`src/rtl/lpad_cfi_check.sv`:
```
module lpad_cfi_check #(
  parameter int XLEN      = 32,
  parameter int CAUSE_W   = 8,
  parameter int LBL_W     = 20,
  parameter logic [CAUSE_W-1:0] SWCHK_CAUSE = 8'd18,
  parameter logic [XLEN-1:0]    FCFI_TVAL   = 32'd2
) (
  input  logic               clk,
  input  logic               rst_n,
  input  logic               en,
  input  logic               ins_vld,
  input  logic [31:0]        ins_word,
  input  logic [XLEN-1:0]    ins_pc,
  input  logic [XLEN-1:0]    x7_val,
  output logic               exc_vld,
  output logic [CAUSE_W-1:0] exc_cause,
  output logic [XLEN-1:0]    exc_tval,
  output logic               lp_expect
);
  localparam int LBL_LO = XLEN - LBL_W;

  logic [6:0] opc;
  logic [4:0] rd, rs1;
  logic [2:0] f3;
  logic [LBL_W-1:0] lbl;
  logic is_jalr, is_lpad, arms, bad_align, bad_lbl, fault;

  assign opc = ins_word[6:0];
  assign rd  = ins_word[11:7];
  assign f3  = ins_word[14:12];
  assign rs1 = ins_word[19:15];
  assign lbl = ins_word[31:12];

  assign is_jalr = opc == 7'b1100111 && f3 == 3'b000;
  assign is_lpad = opc == 7'b0010111 && rd == 5'd0;
  assign arms    = ins_vld && en && is_jalr &&
                   rs1 != 5'd1 && rs1 != 5'd5 && rs1 != 5'd7;

  assign bad_align = ins_pc[1:0] != 2'b00;
  assign bad_lbl   = lbl != '0 && lbl != x7_val[XLEN-1:LBL_LO];
  assign fault     = ins_vld && en && lp_expect &&
                     (!is_lpad || bad_align || bad_lbl);

  always_ff @(posedge clk or negedge rst_n) begin
    if (!rst_n) begin
      lp_expect <= 1'b0;
      exc_vld   <= 1'b0;
    end else begin
      exc_vld <= fault;
      if (arms)
        lp_expect <= 1'b1;
      else if (ins_vld && lp_expect)
        lp_expect <= 1'b0;
      else if (!en)
        lp_expect <= 1'b0;
    end
  end

  assign exc_cause = SWCHK_CAUSE;
  assign exc_tval  = FCFI_TVAL;

  p_disabled_quiet_r11: assert property (@(posedge clk) disable iff (!rst_n)
    !$past(en) |-> !exc_vld && !lp_expect);
  p_strobe_single_r10: assert property (@(posedge clk) disable iff (!rst_n)
    exc_vld |=> !exc_vld || $past(ins_vld));
  p_exc_needs_expect_r9: assert property (@(posedge clk) disable iff (!rst_n)
    exc_vld |-> $past(lp_expect) && $past(ins_vld));
  p_ret_no_arm_r3: assert property (@(posedge clk) disable iff (!rst_n)
    ins_vld && !lp_expect && is_jalr && (rs1 == 5'd1 || rs1 == 5'd5 || rs1 == 5'd7)
    |=> !lp_expect);
  p_lpad_clears_r5: assert property (@(posedge clk) disable iff (!rst_n)
    ins_vld && lp_expect && is_lpad |=> !lp_expect);
  p_arm_r2: assert property (@(posedge clk) disable iff (!rst_n)
    arms |=> lp_expect);
  p_cause_r10: assert property (@(posedge clk) disable iff (!rst_n)
    exc_vld |-> exc_cause == 8'd18 && exc_tval == 32'd2);
endmodule

```
`config.mk`:
```
export PLATFORM = sky130hd
export DESIGN_NAME = lpad_cfi_check
export DESIGN_NICKNAME = d
export VERILOG_FILES = /design/src/rtl/lpad_cfi_check.sv
export SDC_FILE = /design/constraint.sdc
export NUM_CORES = 1
export LEC_CHECK = 0
export ABC_AREA = 1
export CELL_PAD_IN_SITES_DETAIL_PLACEMENT = 1
export CELL_PAD_IN_SITES_GLOBAL_PLACEMENT = 1
export CORE_AREA = 2 2 55 57
export CTS_CLUSTER_DIAMETER = 120
export DETAILED_ROUTE_END_ITERATION = 16
export DIE_AREA = 0 0 57 59
export DONT_BUFFER_PORTS = 1
export MAX_ROUTING_LAYER = met4
export PLACE_DENSITY = 0.78
export SLEW_MARGIN = 0
export SYNTH_ARGS = -nofsm -noshare
export SYNTH_HDL_FRONTEND = slang
export SYNTH_SLANG_ARGS = --single-unit
```
`constraint.sdc`:
```
create_clock -name clk -period 1.8 [get_ports clk]
set_input_delay 0.09 -clock clk [delete_from_list [all_inputs] [get_ports clk]]
set_output_delay 0.09 -clock clk [all_outputs]
set_load 0.05 [all_outputs]
```
==> results.py <==
metrics = {
    "worst_setup_path": {
        "cp.arrival_ns": 0.83,
        "critical_path_required_ns": 1.71,
        "critPathLaunch": "exc_vld$_DFF_PN0_",
        "cp-end-kind": "output port",
        "critPathCapture": "exc_vld",
        "crit_type": "reg2out",
        "ff2ff_setup_slack_ns": 1.14,
        "reg2reg_depth": 2,
        "start_kind": "flip-flop",
        "r2r-start": "lp_expect$_DFFE_PN0P_",
        "cp_max_fo": 1,
        "cp.depth": 0,
        "r2r_end": "lp_expect$_DFFE_PN0P_",
    },
    "cts": {
        "clockBufferDepth": 2,
        "insertion_delay_ns": 0.22,
        "clk_pin_slew_ns": 0.03,
        "postCtsResizedCells": 0,
        "clkSinkCount": 2,
        "cts_buffers": 3,
        "htreeDepth": 1,
        "clockRootBuffer": "clkbuf_4",
        "cts_tree": "done",
        "cts_setup_buffers": 0,
    },
    "die": {
        "die_area_um2": 3363,
        "rows": 19,
        "ios": 142,
        "chipHeight_um": 59,
        "initial_core_util_pct": 33.38,
        "core-area_um2": 2710,
        "die_w_um": 57,
    },
    "sta": {
        "finalMaxSlewViolations": 0,
        "min_period_ns": 0.9248,
        "rsz0062_at_grt": "no",
        "setup_viol": 0,
        "clock.fmax_mhz": 1081,
        "final-hold-violation-count": 0,
        "finalClockSkew_ns": 0.004356,
        "final_min_period_over_clock_period_pct": 51.38,
        "tns_ns": 0,
    },
    "synthesis": {
        "syn-cell-area_um2": 904.6,
        "ys_ff_latch": 2,
        "synth_compound_area_share_pct": 2.213,
        "synth_simple_gate_area_share_pct": 39.28,
        "yosysTopAreaCellShare_pct": 33.20,
        "synth_top_family_by_area": "buffers and inverters",
        "synth_mux_area_share_pct": 0,
        "ys_seq_area_share_pct": 5.533,
        "yosysWarningCount": 0,
        "avgSynthCellArea_um2": 5.259,
        "syn_inst": 172,
        "synth_cell_types": 19,
        "yosysTopAreaCell": "buf_4",
        "synth_adder_area_share_pct": 0,
        "yosys-top-cells-area": "buf_4 (33%), nand2_1 (20%), inv_1 (12%)",
        "synthXorXnorAreaFrac_pct": 4.841,
    },
    "global_route": {
        "grt.total_usage_pct": 11.05,
        "grt_start_max_net_pins": 4,
        "gr-total-overflow": 0,
        "grt_pass1_vias": 755,
        "grt_antenna_before_repair": 0,
        "grt_pass1_wl_um": 2856,
    },
    "final_layout": {
        "fillers": 423,
        "diodes": 0,
        "fin_cells": 207,
        "area_delta_synth_final_pct": -7.607,
        "layout_commonest_cell": "nand2_1",
        "drive_gt1_share_pct": 6.250,
        "fin_nets": 278,
        "layout_common_cells": "nand2_1 (49), conb_1 (40), inv_1 (29)",
    },
    "placement": {
        "port_buffers": 0,
        "numPlacedInstances": 202,
        "gp_congestion": 0.7230,
        "dpl.hpwl_um": 1925,
    },
    "power": {
        "pwr-share-seq_pct": 11.1,
        "power.leakage_nw": 0.5648,
        "max-vdd-ir-drop_v": 0.0002409,
        "p_int_mw": 0.1584,
        "p_sw_mw": 0.2509,
        "switching_share_pct": 61.29,
        "comb_power_share_pct": 65.2,
        "p_per_area_nw_per_um2": 489.8,
        "clkPwrFrac_pct": 23.7,
    },
    "route": {
        "via_count": 837,
        "wl_per_cell_um": 9.850,
        "dr.pass1.iters": 3,
        "wl_um": 2039,
        "ant_nets": 0,
        "via_per_inst": 4.043,
        "drt-initial-drc-count": 25,
        "drc": 0,
    },
    "run_status": {
        "status": "finished clean",
    },
    "flow_run": {
        "drv_cap": 0,
    },
    "hold_path": {
        "hp-class": "in2reg",
    },
}
-- stage by stage --
step	cell area (µm²)	worst slack (ns)	total power, mW	util [%]	hold slack, ns
floorplan	1047	0.8683	0.3644	-	-0.2056
global placement	793.3	0.9495	0.3055	29.27	-0.2055
detailed placement	793.3	0.9393	0.3080	29.27	-0.2055
CTS	835.8	0.8660	0.4150	30.84	0.03004
global route	835.8	0.8516	0.4403	30.84	0.04362
finish	835.8	0.8752	0.4093	30.84	0.03597
-- flip-flops by register name (all words and copies together) (netlist names) --
| signal | count |
|---|---|
| exc_vld | 1 |
| lp_expect | 1 |
-- synth_stat cells --
master / count
nand2_1: 49
buf_4: 40
inv_1: 29
nor2_1: 21
nand4_1: 6
inv_2: 4
nand3_1: 4
xnor2_1: 4
conb_1: 2
dfrtp_1: 2
nand2_2: 2
nor3_1: 2
a21oi_1: 1
clkinv_1: 1
nor2_2: 1
nor4_1: 1
o2111ai_1: 1
o22ai_1: 1
xor2_1: 1
-- kinds of logic after synthesis --
group                  count (synthesis)
buffers and inverters                 74
AND/OR/NAND/NOR                       86
AO/OA/AOI/OAI                          3
XOR/XNOR                               5
other                                  2
flip-flops                             2
-- routing by layer --
| metal | vias up | track usage [%] | routed length, µm |
|---|---|---|---|
| met5 | - | - | 0 |
| met4 | 0 | 1.993 | 0 |
| met1 | 336 | 12.80 | 770 |
| met3 | 0 | 2.620 | 265 |
| li1 | 435 | - | - |
| met2 | 66 | 19.70 | 1003 |
-- worst min-delay path by stage --
stage | startpoint | to | slack [ns] | cells after the start
2_1_floorplan | rst_n | exc_vld$_DFF_PN0_ | -0.21 | 0
3_3_place_gp | rst_n | lp_expect$_DFFE_PN0P_ | -0.21 | 0
3_5_place_dp | rst_n | exc_vld$_DFF_PN0_ | -0.21 | 0
4_1_cts | en | lp_expect$_DFFE_PN0P_ | 0.03 | 2
5_1_grt | en | lp_expect$_DFFE_PN0P_ | 0.04 | 2
6_report | en | lp_expect$_DFFE_PN0P_ | 0.04 | 2
-- worst reg2reg max path: cells and delay by family (launching register included) --
| family | cells | cell delay (ns) |
|---|---|---|
| AO/OA/AOI/OAI | 1 | 0.16 |
| AND/OR/NAND/NOR | 1 | 0.06 |
| flip-flops | 1 | 0.35 |
-- power groups by stage --
stage,Clock (mW),Combinational (mW),Sequential (mW)
5_1_grt,0.107,0.288,0.0453
3_3_place_gp,0,0.260,0.0458
6_report,0.0970,0.267,0.0453
2_1_floorplan,0,0.319,0.0459
3_5_place_dp,0,0.262,0.0458
4_1_cts,0.103,0.267,0.0453
-- repair_timing --
action,4_1_cts,5_1_grt
hold buffers,2,0
setup endpoints to repair,0,0
hold endpoints to repair,3,0
-- layout make-up --
type / count / area (µm²) / share of cell area [%]
multi-input cells: 134 / 569.3 / 68.11
inverters: 34 / 127.6 / 15.27
flip-flops and latches: 2 / 50.05 / 5.988
well taps: 31 / 38.79 / 4.641
repair buffers: 3 / 27.53 / 3.293
clock buffers: 3 / 22.52 / 2.695
Note: power is estimated with default switching activity, not from simulation.
